File: src/rtl/tagprog_pkg.sv
package tagprog_pkg;

    typedef enum logic [2:0] {
        S_IDLE   = 3'd0,
        S_CHARGE = 3'd1,
        S_GAP    = 3'd2,
        S_MARK   = 3'd3,
        S_PROG   = 3'd4
    } tp_state_e;

    localparam int unsigned FRAME_BYTES = 14;
    localparam int unsigned FRAME_BITS  = FRAME_BYTES * 8;
    localparam int unsigned IDX_W       = $clog2(FRAME_BITS);

    localparam logic [7:0] HDR_KEY   = 8'hBB;
    localparam logic [7:0] HDR_PASS  = 8'hEB;
    localparam logic [7:0] TAIL_LO   = 8'h00;
    localparam logic [7:0] TAIL_HI   = 8'h03;

endpackage

File: src/rtl/tagprog_tick.sv
module tagprog_tick #(
    parameter int unsigned DIV = 50
) (
    input  logic clk,
    input  logic rst_n,
    input  logic restart,
    output logic tick
);
    localparam int unsigned CW = (DIV > 1) ? $clog2(DIV) : 1;

    generate
        if (DIV > 1) begin : g_div
            logic [CW-1:0] cnt_q;
            always_ff @(posedge clk or negedge rst_n) begin
                if (!rst_n) begin
                    cnt_q <= '0;
                end else if (restart || cnt_q == CW'(DIV - 1)) begin
                    cnt_q <= '0;
                end else begin
                    cnt_q <= cnt_q + 1'b1;
                end
            end
            assign tick = (cnt_q == CW'(DIV - 1)) && !restart;


            tick_spacing_chk: assert property (@(posedge clk) disable iff (!rst_n)
                tick |=> !tick);
        end else begin : g_pass
            assign tick = 1'b1;
        end
    endgenerate
endmodule

File: src/rtl/tagprog_interval.sv
module tagprog_interval #(
    parameter int unsigned W = 16
) (
    input  logic         clk,
    input  logic         rst_n,
    input  logic         clear,
    input  logic         tick,
    input  logic [W-1:0] limit,
    output logic         expire
);
    logic [W-1:0] cnt_q;

    assign expire = tick && !clear && (cnt_q == limit - W'(1));

    always_ff @(posedge clk or negedge rst_n) begin
        if (!rst_n) begin
            cnt_q <= '0;
        end else if (clear || expire) begin
            cnt_q <= '0;
        end else if (tick) begin
            cnt_q <= cnt_q + 1'b1;
        end
    end


    cnt_bound_chk: assert property (@(posedge clk) disable iff (!rst_n)
        (limit != '0) |-> (cnt_q < limit || $changed(limit)));
endmodule

File: src/rtl/tagprog_bitsel.sv
module tagprog_bitsel
    import tagprog_pkg::*;
(
    input  logic [IDX_W-1:0] bit_idx,
    input  logic [63:0]      data,
    input  logic [15:0]      crc,
    output logic             bit_val
);
    logic [3:0] byte_no;
    logic [2:0] bit_no;
    logic [7:0] cur_byte;

    assign byte_no = bit_idx[IDX_W-1:3];
    assign bit_no  = bit_idx[2:0];

    always_comb begin
        unique case (byte_no)
            4'd0:    cur_byte = HDR_KEY;
            4'd1:    cur_byte = HDR_PASS;
            4'd10:   cur_byte = crc[7:0];
            4'd11:   cur_byte = crc[15:8];
            4'd12:   cur_byte = TAIL_LO;
            4'd13:   cur_byte = TAIL_HI;
            4'd2, 4'd3, 4'd4, 4'd5,
            4'd6, 4'd7, 4'd8, 4'd9:
                     cur_byte = data[8*(byte_no - 4'd2) +: 8];
            default: cur_byte = 8'h00;
        endcase
    end

    assign bit_val = cur_byte[bit_no];
endmodule

File: src/rtl/tagprog_modulator.sv
module tagprog_modulator
    import tagprog_pkg::*;
#(
    parameter int unsigned CLK_HZ      = 50_000_000,
    parameter int unsigned CHARGE_US   = 50_000,
    parameter int unsigned PROG_US     = 50_000,
    parameter int unsigned CELL_US     = 2_000,
    parameter int unsigned ONE_OFF_US  = 1_000,
    parameter int unsigned ZERO_OFF_US = 300
) (
    input  logic        clk,
    input  logic        rst_n,
    input  logic        start,
    input  logic [63:0] data,
    input  logic [15:0] crc,
    output logic        field_on,
    output logic        busy,
    output logic        done
);
    localparam int unsigned DIV   = (CLK_HZ / 1_000_000 > 0) ? CLK_HZ / 1_000_000 : 1;
    localparam int unsigned MAX_A = (CHARGE_US > PROG_US) ? CHARGE_US : PROG_US;
    localparam int unsigned MAX_US = (MAX_A > CELL_US) ? MAX_A : CELL_US;
    localparam int unsigned USW   = $clog2(MAX_US + 1);
    localparam logic [USW-1:0] L_CHARGE = USW'(CHARGE_US);
    localparam logic [USW-1:0] L_PROG   = USW'(PROG_US);
    localparam logic [USW-1:0] L_GAP1   = USW'(ONE_OFF_US);
    localparam logic [USW-1:0] L_GAP0   = USW'(ZERO_OFF_US);
    localparam logic [USW-1:0] L_MARK1  = USW'(CELL_US - ONE_OFF_US);
    localparam logic [USW-1:0] L_MARK0  = USW'(CELL_US - ZERO_OFF_US);
    localparam logic [IDX_W-1:0] LAST_IDX = IDX_W'(FRAME_BITS - 1);

    tp_state_e        state_q, state_d;
    logic [IDX_W-1:0] idx_q;
    logic [63:0]      data_q;
    logic [15:0]      crc_q;
    logic             done_q;
    logic             accept, tick, expire, cur_bit, last_bit;
    logic [USW-1:0]   limit;

    assign accept   = (state_q == S_IDLE) && start;
    assign last_bit = (idx_q == LAST_IDX);

    tagprog_tick #(.DIV(DIV)) u_tick (
        .clk     (clk),
        .rst_n   (rst_n),
        .restart (accept),
        .tick    (tick)
    );

    tagprog_interval #(.W(USW)) u_iv (
        .clk    (clk),
        .rst_n  (rst_n),
        .clear  (accept),
        .tick   (tick),
        .limit  (limit),
        .expire (expire)
    );

    tagprog_bitsel u_sel (
        .bit_idx (idx_q),
        .data    (data_q),
        .crc     (crc_q),
        .bit_val (cur_bit)
    );

    // interval length selected by state
    always_comb begin
        unique case (state_q)
            S_CHARGE: limit = L_CHARGE;
            S_GAP:    limit = cur_bit ? L_GAP1 : L_GAP0;
            S_MARK:   limit = cur_bit ? L_MARK1 : L_MARK0;
            S_PROG:   limit = L_PROG;
            default:  limit = USW'(1);
        endcase
    end

    // next-state logic
    always_comb begin
        state_d = state_q;
        unique case (state_q)
            S_IDLE:   if (start)  state_d = S_CHARGE;              // accept
            S_CHARGE: if (expire) state_d = S_GAP;                 // charged
            S_GAP:    if (expire) state_d = S_MARK;                // gap_end
            S_MARK:   if (expire) state_d = last_bit ? S_PROG      // frame_end
                                                     : S_GAP;      // next_bit
            S_PROG:   if (expire) state_d = S_IDLE;                // programmed
            default:  state_d = S_IDLE;
        endcase
    end

    // state register and frame context
    always_ff @(posedge clk or negedge rst_n) begin
        if (!rst_n) begin
            state_q <= S_IDLE;
            idx_q   <= '0;
            data_q  <= '0;
            crc_q   <= '0;
            done_q  <= 1'b0;
        end else begin
            state_q <= state_d;
            done_q  <= (state_q == S_PROG) && expire;
            if (accept) begin
                idx_q  <= '0;
                data_q <= data;
                crc_q  <= crc;
            end else if (state_q == S_MARK && expire && !last_bit) begin
                idx_q <= idx_q + 1'b1;
            end
        end
    end

    // outputs
    always_comb begin
        field_on = (state_q != S_GAP);
        busy     = (state_q != S_IDLE);
        done     = done_q;
    end


    idle_field_chk: assert property (@(posedge clk) disable iff (!rst_n)
        !busy |-> field_on);

    start_rise_chk: assert property (@(posedge clk) disable iff (!rst_n)
        $rose(busy) |-> ($past(start) && field_on));

    idx_range_chk: assert property (@(posedge clk) disable iff (!rst_n)
        idx_q <= LAST_IDX);

    done_idle_chk: assert property (@(posedge clk) disable iff (!rst_n)
        done |-> !busy);

    done_single_chk: assert property (@(posedge clk) disable iff (!rst_n)
        done |=> !done);

    latch_hold_chk: assert property (@(posedge clk) disable iff (!rst_n)
        (busy && !$rose(busy)) |-> ($stable(data_q) && $stable(crc_q)));
endmodule

File: config.mk
export PLATFORM = sky130hd
export DESIGN_NAME = tagprog_modulator
export DESIGN_NICKNAME = d
export VERILOG_FILES = /design/src/rtl/tagprog_pkg.sv /design/src/rtl/tagprog_tick.sv /design/src/rtl/tagprog_interval.sv /design/src/rtl/tagprog_bitsel.sv /design/src/rtl/tagprog_modulator.sv
export SDC_FILE = /design/constraint.sdc
export NUM_CORES = 1
export LEC_CHECK = 0
export BUFFER_PORTS_ARGS = -buffer_cell sky130_fd_sc_hd__buf_2
export CAP_MARGIN = 20
export CELL_PAD_IN_SITES_DETAIL_PLACEMENT = 0
export CELL_PAD_IN_SITES_GLOBAL_PLACEMENT = 2
export CORE_MARGIN = 10
export CORE_UTILIZATION = 35
export DETAILED_ROUTE_END_ITERATION = 7
export PLACE_DENSITY = 0.83
export SETUP_SLACK_MARGIN = 0.4
export SYNTH_ARGS = -nofsm -noshare
export SYNTH_HDL_FRONTEND = slang
export SYNTH_SLANG_ARGS = --single-unit
File: constraint.sdc
create_clock -name clk -period 4.4 [get_ports clk]
set_clock_uncertainty 0.15 [all_clocks]
set_input_delay 0 -clock clk [delete_from_list [all_inputs] [get_ports clk]]
set_output_delay 0 -clock clk [all_outputs]
set_load 0.01 [all_outputs]
### Word-level counts from Yosys, hierarchy flattened

Cells that the tools add are included.
W data, S select, Z words.

| storage, ports and cells | value |
|---|---|
| register bits | 113 |
| latch bits | 0 |
| RAM bits | 0 |
| ROM bits | 0 |
| input port bits | 83 |
| output and inout bits | 3 |
| memories kept | 0 |

| cells by class | value |
|---|---|
| add/sub/neg operators | 5 |
| multipliers | 0 |
| div/mod/pow operators | 0 |
| magnitude comparators | 1 |
| equal/unequal tests | 25 |
| shift-type cells | 1 |
| multiplexer cells | 18 |
| bitwise operators | 0 |
| reduce and logical (&&, ||, !) cells | 19 |

Operator list:

| cell | number |
|---|---|
| $shiftx A64 B33 Y8 | 1 |
| $pmux W16 S3 | 1 |
| $pmux W8 S6 | 1 |
| $mux W16 | 2 |
| $eq A4 B4 Y1 const B | 5 |
| $mux W3 | 6 |
| $add A16 B1 Y16 const B | 1 |
| $eq A16 B16 Y1 | 1 |
| $eq A4 B3 Y1 const B | 4 |
| $sub A16 B1 Y16 const B | 1 |
| $pmux W3 S5 | 1 |
| $mux W7 | 2 |
| $mux W11 | 1 |
| $mux W10 | 1 |
| $ne A2 B2 Y1 const B | 5 |
| $eq A4 B2 Y1 const B | 2 |
| $reduce_or A8 Y1 | 1 |
| $add A7 B1 Y7 const B | 1 |
| $eq A7 B7 Y1 const B | 1 |
| $logic_and A1 B1 Y1 | 7 |
| $add A6 B1 Y6 const B | 1 |
| $eq A3 B2 Y1 const B | 2 |
| $eq A6 B6 Y1 const B | 1 |
| $mux W6 | 1 |
| other kinds (16) | 19 |

### Depth between registers and ports, before layout

Gate-level depths: netlist of the first run.

| depth | value |
|---|---|
| word-level depth | 14 |
| mapped depth | 16 |
| gate-level depth less buffers | 12 |

### By module

A second synthesis of the first run with hierarchy kept.

| second synthesis, totals | value |
|---|---|
| cells, all modules | 523 |
| area, all modules | 6419.9 um^2 |

Modules (own cells, without submodules):

| module | instances | cells an instance | area each (um^2) | sequential area each (um^2) |
|---|---|---|---|---|
| tagprog_modulator | 1 | 247 | 3832.4 | 2277.2 |
| tagprog_interval | 1 | 154 | 1361.3 | 400.4 |
| tagprog_bitsel | 1 | 95 | 943.4 | 0.0 |
| tagprog_tick | 1 | 27 | 282.8 | 150.1 |

### Worst setup path before layout of the first run

OpenSTA, ideal clock, no wires.

| path | value |
|---|---|
| kind | flip-flop to flip-flop |
| start point | register idx_q[5] |
| end point | register u_iv.cnt_q[4] |
| setup time | 0.078 ns |
| data arrival time | 3.550 ns |
| data required time | 4.172 ns |
| slack | 0.622 ns |
| cell stages (with the launch flop) | 16 |
| period minus slack after synthesis | 3.778 ns |
| cell sequence | dfrtp_1 clkbuf_1 inv_1 ha_1 o21bai_1 o32a_1 buf_6 or4b_1 and3_4 nand4b_4 a31oi_1 o211a_1 o2111a_1 buf_6 or4_1 a21oi_1 |

| on the way | value |
|---|---|
| longest elaborated chain between the ends | 12 |
| elaborated cells on any way between the ends | 28 |
| those cells by class | 2 x add/sub; 13 x eq/ne; 1 x shift; 7 x mux; 5 x reduce/logical |

Ends and longest elaborated chain:

| item | RTL line | source |
|---|---|---|
| start, declared | tagprog_modulator.sv:33 | `logic [IDX_W-1:0] idx_q;` |
| start signal, assigned | tagprog_modulator.sv:107 | `idx_q <= idx_q + 1'b1;` |
| $sub A4 B2 Y5, or another cell as far along | tagprog_bitsel.sv:26 | `cur_byte = data[8*(byte_no - 4'd2) +: 8];` |
| $shiftx A64 B33 Y8 / $reduce_or A8 Y1 (equally long branches) | tagprog_bitsel.sv:26, tagprog_bitsel.sv:17 |  |
| $pmux W8 S6 * | tagprog_bitsel.sv:17 | `unique case (byte_no)` |
| $bmux W1 S3 * | tagprog_bitsel.sv:31 | `assign bit_val = cur_byte[bit_no];` |
| $mux W1 (not written as such) * | tagprog_bitsel.sv:31 |  |
| $mux W11 / $mux W10 (equally long branches) | tagprog_modulator.sv:71, tagprog_modulator.sv:70 |  |
| $pmux W16 S3 * | tagprog_modulator.sv:68 | `unique case (state_q)` |
| $sub A16 B1 Y16 * | tagprog_interval.sv:13 | `assign expire = tick && !clear && (cnt_q == limit - W'(1));` |
| $eq A16 B16 Y1 * | tagprog_interval.sv:13 |  |
| $logic_and A1 B1 Y1 * | tagprog_interval.sv:13 |  |
| $logic_or A1 B1 Y1 * | tagprog_interval.sv:18 | `end else if (clear \|\| expire) begin` |
| $mux W16 / $reduce_bool A2 Y1 (equally long branches) | - |  |
| end signal, assigned | tagprog_interval.sv:21 | `cnt_q <= cnt_q + 1'b1;` |
| end, declared | tagprog_interval.sv:11 | `logic [W-1:0] cnt_q;` |

Every way passes the cells marked *; elsewhere a longest branch is shown, timed or not. The select of a mux whose other input is x is not followed.
A chain may end at the register's enable or synchronous reset.

### Worst setup path after layout of the first run

| path | value |
|---|---|
| start point | register idx_q[3] |
| end point | register u_iv.cnt_q[4] |

The elaborated chain is that of the path after synthesis.

==> results of run 1 <==
==> critical path, delay by kind of cell, from the launching register on <==
kind | cells | cell delay, ps
simple gates | 4 | 1270
compound gates | 5 | 1140
flops | 1 | 580
buf+inv | 2 | 390
mux | 1 | 150
==> layer usage <==
layer,vias up,share of wire,wire length (um)
li1,2725,-,-
met5,-,0,0
met1,2614,0.45,7944
met3,12,0.040,703
met4,0,0.0093,163
met2,105,0.50,8755
==> final timing paths <==
check	end	slack, ps	depth (start not counted)
worst max-delay path	u_iv.cnt_q[4]	630	12
worst min-delay path	data_q[11]	160	4
worst max register to register	u_iv.cnt_q[4]	630	12
worst min register to register	crc_q[7]	320	2
max in group asynchronous	crc_q[15]	2990	4
min in group asynchronous	data_q[51]	380	3
==> registers in the layout, summed over array words and instances (netlist names) <==
signal	count
u_tick.g_div.cnt_q	6
idx_q	7
crc_q	16
state_q	3
data_q	64
done	1
u_iv.cnt_q	16
==> per-stage QoR <==
stage          hold slack [ps]  total power, W  std cells  utilization  area [um^2]
4_1_cts                  147.6        0.003119       1104       0.4738         8138
6_report                 157.3        0.003083       1106       0.4769         8192
2_1_floorplan           -445.6        0.001485        708            -         6070
3_3_place_gp             38.14        0.001619        990       0.3906         6709
5_1_grt                  168.4        0.003244       1106       0.4769         8192
3_5_place_dp             42.45        0.001631        990       0.3906         6709
==> Yosys cell counts (4+ instances only) <==
| cell | count | area [um^2] |
|---|---|---|
| a21o_1 | 4 | 30.03 |
| a21oi_1 | 27 | 135.1 |
| a221oi_1 | 4 | 35.03 |
| a31oi_1 | 5 | 31.28 |
| and3_1 | 9 | 56.30 |
| buf_1 | 4 | 15.01 |
| buf_2 | 4 | 20.02 |
| buf_6 | 4 | 45.04 |
| clkbuf_1 | 30 | 112.6 |
| dfrtp_1 | 113 | 2828 |
| ha_1 | 7 | 87.58 |
| inv_1 | 13 | 48.80 |
| mux2_1 | 4 | 45.04 |
| mux2_2 | 6 | 67.56 |
| mux2i_1 | 24 | 240.2 |
| mux4_2 | 4 | 90.09 |
| nand2_1 | 276 | 1036 |
| nand3_1 | 14 | 70.07 |
| nand4_1 | 8 | 50.05 |
| nor2_1 | 34 | 127.6 |
| nor3_1 | 13 | 65.06 |
| o211ai_1 | 4 | 30.03 |
| o21ai_0 | 10 | 50.05 |
| o22ai_1 | 7 | 43.79 |
| o31ai_1 | 4 | 30.03 |
| or3_1 | 4 | 25.02 |
| or4_1 | 6 | 45.04 |
| xnor2_1 | 6 | 52.55 |
| xor2_1 | 8 | 70.07 |
==> power by group <==
group          internal, W  leakage, nW  total (W)  switching, W
Sequential         0.00117         1.43    0.00127      0.000103
Clock             0.000934        0.297    0.00142      0.000482
Combinational     0.000207         2.15   0.000392      0.000185
==> cell type report <==
class	count	share of cell area
clock inverters	9	0.01589
well taps	225	0.03437
clock buffers	23	0.05835
inverters	13	0.005957
flip-flops and latches	113	0.3457
repair buffers	185	0.1732
multi-input cells	538	0.3666
==> logic make-up after synthesis <==
group                    synth area share
AO/OA/AOI/OAI                      0.1134
XOR/XNOR                          0.02020
adder cells (fa/ha/maj)           0.01443
buffers and inverters             0.04226
flip-flops                         0.4659
multiplexers                      0.07297
AND/OR/NAND/NOR                    0.2709
==> timing repair <==
item	4_1_cts	5_1_grt
hold buffers	82	1
endpoints found under the setup margin	0	6
gates resized for setup	0	4
endpoints found under the hold margin	158	12
==> out/summary.txt, run 1 <==
Main synth FF type = dfrtp_1
headroom to the max-slew limit = 0.4669
leak pwr = 3.871 nW
Area Overhead vs Synth = 34.96%
DP Worst Slack = 548.9 ps
post-synthesis async set-or-reset flop share = 1.000
crit end category = flop
endpoints failing setup = 0
vias in the first global route = 5733
register area = 0.002831 mm^2
Max-cap violations = 0
Avg Vias per Cell = 4.933
Fill cells = 1688
ANT nets after route = 0
Worst Setup SP = idx_q[3]
number of synthesized flops with an enable pin = 0
Clock Path Buffers = 2
n_diodes = 0
IO Pins = 86
measured slew at the worst slew-check pin = 799.7 ps
cell area power density = 376.4 mW/mm^2
Placer Congestion = 0.8475
Nets = 958
final period utilization = 0.8574
wirelength, routed = 17570 um
pin count of the biggest net entering global routing = 87
CTS tree = done
Top Usage Layer GRT = met2
CTS clk-pin slew, worst paths = 60 ps
multi-input logic area = 0.003003 mm^2
Setup CP Type = reg2reg
met3 Resource Use GR = 0.03891
DRT Pass-1 Iters = 4
RSZ-0062 raised after global routing = false
insertion delay to the later sink of the worst-skew pair = 410 ps
most frequent cells in the layout = 275 x nand2_1, 112 x dfrtp_1, 84 x buf_2
mapped cell area = 0.006070 mm^2
Slowest-stage cell, CP = dfrtp_4
Overflow after GRT = 0
Final WS setup = 627.7 ps
Arr. time, crit path = 3950 ps
post-route setup TNS = 0 ps
most used cell, CP = buf_4
critical-path cell list = buf_4 -> buf_4 -> mux2i_1 -> o22ai_1 -> or4bb_1 -> and3_4 -> nand4b_4 -> a31oi_1 -> o211a_1 -> o2111a_2 -> or4_1 -> a21oi_1
Hold Path Origin = data[11]
Slowest Stage Delay on Critical Path = 580 ps
htree depth = 4
Hold Path Class = in2reg
met1 usage = 0.2060
initial cell density of the core = 0.3534
Rows = 48
synthesized area per cell = 8.573 um^2
worst-path maximum fanout = 13
Setup Fix Bufs, Post-CTS = 0
drt initial violations = 258
YS warnings = 0
first-pass GRT wire length = 29320 um
Synth Instances = 708
outcome = complete, no violations
post-DP HPWL = 12410 um
Root Driver = clkbuf_16
commonest non-fill, non-tap cell in the layout = nand2_1
DRC = 0
width of the die = 151.7 um
Vias = 5456
Worst Path Required = 4570 ps
CP Launch Type = flop
initial antenna violation count = 0
Die Y = 151.7 um
Peak VDD IR = 0.2498 mV
Fin. Hold Viols = 0
cts bufs inserted = 17
Fmax = 0.2651 GHz
met2 Use GR = 0.2676
Core Area = 0.01718 mm^2
PortBufs = 85
post-synth cell types = 66
layout cells sized above 1 = 0.1805
Synthesized Nets = 798
r2r startpoint = idx_q[3]
TritonCTS Sinks = 113
Seq/Total Area, Yosys = 0.4659
DR WL/cell = 15.88 um
fin. max-slew vios = 0
Final min period = 3772 ps
Die ar. = 0.02301 mm^2
Synth Register Bits = 113
GR Util All Layers = 0.1603
Note: power is estimated with default switching activity, not from simulation.
==> run 2, diff against run 1 <==
Settings changed: CORE_ASPECT_RATIO set to 0.9.
Clock period 4.4 ns to 3.8 ns, I/O delays scaled along.
==> run 2 against run 1 <==
  * Cell count is 2.4% higher
  * Largest cell class unchanged
  * Wire length rose by 3.9%
  * Global-route usage shrank 0.18 points
  * Die area about the same
  * Combinational power rose by 24%
  * Largest power group unchanged
  * Critical path depth grew 1
  * Non-clock buffer count increased by 16
==> out/summary.txt, run 2 (same netlist as run 1, synthesis figures left out) <==
post-placement cell area = 0.006756 mm^2
max reg flops = 64
n_diodes = 0
cell area after layout = 0.008564 mm^2
RSZ-0062 raised after global routing = true
layout cells sized above 1 = 0.2341
DRT Pass-1 Iters = 5
CTS tree = done
outcome = complete, no violations
cts bufs inserted = 17
Avg Vias per Cell = 4.971
CTS clk-pin slew, worst paths = 50 ps
M1 WL = 8535 um
insertion delay to the later sink of the worst-skew pair = 420 ps
Arr. time, crit path = 3670 ps
leak pwr = 3.981 nW
DR WL/cell = 16.12 um
TritonCTS Sinks = 113
GR Util All Layers = 0.1584
met3 wire length = 796 um
crit end category = flop
final period utilization = 0.9168
Fin Hold WS = 82.17 ps
cell area power density = 427.0 mW/mm^2
Rows = 45
drt initial violations = 359
PortBufs = 85
Core Area = 0.01695 mm^2
Clock Path Buffers = 2
Fill cells = 1599
Nets = 975
htree depth = 4
Worst Path Required = 3990 ps
Max-cap violations = 0
Overflow after GRT = 0
IO Pins = 86
wirelength, routed = 18250 um
Peak VDD IR = 0.3007 mV
DRC = 0
headroom to the max-slew limit = 0.3627
Root Driver = clkbuf_16
Final min period = 3484 ps
Placer Congestion = 0.8572
most frequent cells in the layout = 273 x nand2_1, 109 x dfrtp_1, 84 x buf_2
Fin. Hold Viols = 0
Top reg by flops = data_q
worst-path maximum fanout = 8
Setup CP Type = reg2reg
fin. max-slew vios = 0
post-route setup TNS = 0 ps
initial cell density of the core = 0.3581
commonest non-fill, non-tap cell in the layout = nand2_1
met2 routed WL = 8699 um
endpoints failing setup = 0
Area Overhead vs Synth = 41.10%
CP Launch Type = flop
Vias = 5627
measured slew at the worst slew-check pin = 956.0 ps
Die Y = 144.9 um
placed insts = 1003
fin cells = 1132
post-DP HPWL = 12230 um
ANT nets after route = 0
width of the die = 158.8 um
Hold Path Class = in2async
Fmax = 0.2870 GHz
Die ar. = 0.02302 mm^2
Largest regs = data_q (64), crc_q (16), u_iv.cnt_q (16)
vias in the first global route = 5881
pin count of the biggest net entering global routing = 92
top sig layer = met4
first-pass GRT wire length = 30110 um
initial antenna violation count = 0
run 2: cell count changes in the layout (fill, tap and decap cells not counted), sizes merged:
cell / before / now
clkbuf: 23 / 22
o32a: 1 / 2
clkinv: 5 / 2
buf: 102 / 119
clkinvlp: 1 / 3
bufinv: 3 / 4
dlygate4sd3: 83 / 82
run 2: per-stage QoR:
stage	total power (W)	utilization	setup slack [ps]
finish	0.003657	0.5054	316.2
global route	0.003831	0.5054	205.2
floorplan	0.001724	-	275.8
global placement	0.001882	0.3987	92.57
CTS	0.003665	0.4901	310.0
detailed placement	0.001899	0.3987	9.915
run 2: area by class of cell:
type,instances,area (um^2),area share
clock buffers,22,464.2,0.05420
clock inverters,9,156.4,0.01826
inverters,13,53.80,0.006282
multi-input cells,539,3226,0.3766
flip-flops and latches,113,2835,0.3310
well taps,235,294.0,0.03433
repair buffers,201,1535,0.1793
run 2: timing repair:
| item | in CTS | in global routing |
|---|---|---|
| gates cloned | 0 | 1 |
| pin swaps | 4 | 26 |
| endpoints found under the hold margin | 151 | 0 |
| hold buffers | 82 | 0 |
| endpoints found under the setup margin | 27 | 26 |
| resized for setup | 11 | 39 |
| buffers inserted | 7 | 8 |
run 2: critical path: stages, from the launching register on:
cell      delay [ps]
dfrtp_4          480
buf_12           150
buf_8            140
mux2i_1          150
o221a_2          300
nor3_1           260
o22ai_2          150
o221ai_1         230
o221a_4          240
o311ai_4         120
buf_4            160
o2111a_2         300
or4_4            420
a21oi_2          150
run 2: final timing paths:
check	slack (ps)	start	end	cells after the start
min in group clk	140	data[5]	data_q[5]	4
max in group asynchronous	2500	rst_n	u_iv.cnt_q[8]	3
worst max-delay path	320	idx_q[3]	u_iv.cnt_q[4]	13
worst min-delay path	80	rst_n	data_q[47]	2
worst min register to register	320	crc_q[13]	crc_q[13]	2
worst max register to register	320	idx_q[3]	u_iv.cnt_q[4]	13
run 2: power by group:
| group | leakage [nW] | switching, W | internal [W] |
|---|---|---|---|
| logic | 2.27 | 0.000231 | 0.000254 |
| clock network | 0.292 | 0.000561 | 0.00113 |
| registers | 1.42 | 0.000128 | 0.00136 |
run 2: routing by layer:
metal,vias up,track usage
met2,134,0.2525
met5,-,0
met1,2711,0.2067
met3,18,0.03671
met4,0,0.05327
li1,2764,-
==> run 3, diff against run 2 <==
Settings changed: CELL_PAD_IN_SITES_DETAIL_PLACEMENT 0 to unset, CELL_PAD_IN_SITES_GLOBAL_PLACEMENT 2 to unset, CORE_UTILIZATION 35 to 29, PLACE_DENSITY 0.83 to 0.49, SETUP_SLACK_MARGIN 0.4 to unset.
==> run 3 against run 2 <==
  * The flow now finishes with violations (design-rule violations)
  * Utilization down 10 points
  * Worst setup slack worse by 140 ps
  * Cell count up 3.4%
  * Non-clock buffer count down 13
  * Total power down 0.32%
  * Count of clock-buffer cells in the layout down 2
  * Sequential power about the same
  * Critical path depth down 2
  * Sequential share of layout area up 0.99 points
  * Flip-flop and latch count unchanged
  * Via count down 5.0%
  * Design area down 3.0%
  * Critical path type unchanged
  * Largest power group unchanged
  * Highest routed layer unchanged
==> out/summary.txt, run 3 (same netlist as run 1, synthesis figures left out) <==
outcome = complete, but fails checks
failing checks = design-rule violations
Hold Path Class = in2async
Root Driver = clkbuf_16
most frequent cells in the layout = 275 x nand2_1, 112 x dfrtp_1, 84 x buf_2
Fmax = 0.2757 GHz
commonest non-fill, non-tap cell in the layout = nand2_1
Rows = 50
Max-cap violations = 0
Nets = 961
htree depth = 4
Peak VDD IR = 0.2225 mV
measured slew at the worst slew-check pin = 812.3 ps
post-placement cell area = 0.006835 mm^2
initial cell density of the core = 0.2931
TritonCTS Sinks = 113
insertion delay to the later sink of the worst-skew pair = 420 ps
Fin. Hold Viols = 0
Slowest-stage cell, CP = dfrtp_4
crit end category = flop
Clock Path Buffers = 2
Placer Congestion = 0.8425
DRT Pass-1 Iters = 8
cell area power density = 439.0 mW/mm^2
wirelength, routed = 17370 um
Fin Hold WS = 35.64 ps
IO Pins = 86
Avg Vias per Cell = 4.570
Setup CP Type = reg2reg
Slowest Stage Delay on Critical Path = 580 ps
cell area after layout = 0.008304 mm^2
Final min period = 3627 ps
critical-path cell list = buf_12 -> mux2i_1 -> o21a_1 -> o21ai_1 -> a2111oi_2 -> o221ai_1 -> o221a_1 -> o311ai_2 -> o2111ai_2 -> or4_1 -> a21oi_1
headroom to the max-slew limit = 0.4585
CP Launch Type = flop
initial antenna violation count = 0
endpoints failing setup = 0
drt initial violations = 319
width of the die = 172.5 um
Die Y = 157.2 um
Largest regs = data_q (64), crc_q (16), u_iv.cnt_q (16)
first-pass GRT wire length = 29610 um
vias in the first global route = 5677
Vias = 5347
post-route setup TNS = 0 ps
DRC = 3
RSZ-0062 raised after global routing = false
pin count of the biggest net entering global routing = 87
layout cells sized above 1 = 0.1867
cts bufs inserted = 17
DR WL/cell = 14.85 um
CTS clk-pin slew, worst paths = 60 ps
final period utilization = 0.9546
CTS tree = done
n_diodes = 0
Top reg by flops = data_q
max reg flops = 64
ANT nets after route = 0
worst-path maximum fanout = 16
Setup Fix Bufs, Post-CTS = 0
post-DP HPWL = 12090 um
Overflow after GRT = 0
Area Overhead vs Synth = 36.82%
Die ar. = 0.02712 mm^2
GR Util All Layers = 0.1369
Worst Path Required = 3980 ps
leak pwr = 3.901 nW
Core Area = 0.02071 mm^2
Arr. time, crit path = 3800 ps
PortBufs = 85
fin. max-slew vios = 0
-- run 3: cell type report --
type | count | area [um^2]
fill | 2098 | 12400
multi-input combinational | 538 | 2998
sequential | 113 | 2831
timing repair buffer | 188 | 1431
clock buffer | 20 | 456.7
tap | 286 | 357.8
clock inverter | 12 | 180.2
inverter | 13 | 48.80
-- run 3: metrics by stage --
stage,setup WS (ps),power (W),utilization,cells
6_report,172.6,0.003646,0.4010,1170
5_1_grt,3.166,0.003848,0.4010,1170
4_1_cts,83.14,0.003690,0.4005,1170
3_5_place_dp,102.8,0.001888,0.3301,1056
3_3_place_gp,162.3,0.001882,0.3301,1056
2_1_floorplan,21.81,0.001719,-,708
-- run 3: worst paths after layout --
check / start / endpoint / slack (ps) / cells past startpoint
max: idx_q[3] / idx_q[3] / 170 / 11
min: rst_n / data_q[10] / 40 / 2
max reg2reg: idx_q[3] / idx_q[3] / 170 / 11
min reg2reg: data_q[26] / data_q[26] / 320 / 2
max in group asynchronous: rst_n / idx_q[3] / 2650 / 3
min in group clk: crc[2] / crc_q[2] / 150 / 4
-- run 3: metal layers --
metal	GRT usage	vias up	routed length, um
li1	-	2732	-
met2	0.2046	121	7520
met5	0	-	0
met4	0.04020	0	220
met1	0.1882	2476	8759
met3	0.03706	18	871
-- run 3: report_power, final --
part           internal, W  switching (W)
Sequential         0.00136       0.000125
Combinational     0.000241       0.000211
Clock              0.00113       0.000578
-- run 3: worst max-delay path, delay by kind of cell (launching register included) --
family                 cells  cell delay [ps]
AOI/OAI and AO/OA          8             1740
DFF                        1              580
and+or+nand+nor            1              510
muxes                      1              330
buffers and inverters      1              210
-- run 3: what timing repair did --
action | CTS | global route
setup endpoints to repair | 0 | 4
endpoints found under the hold margin | 136 | 0
hold buffers | 82 | 0
gates resized for setup | 0 | 3
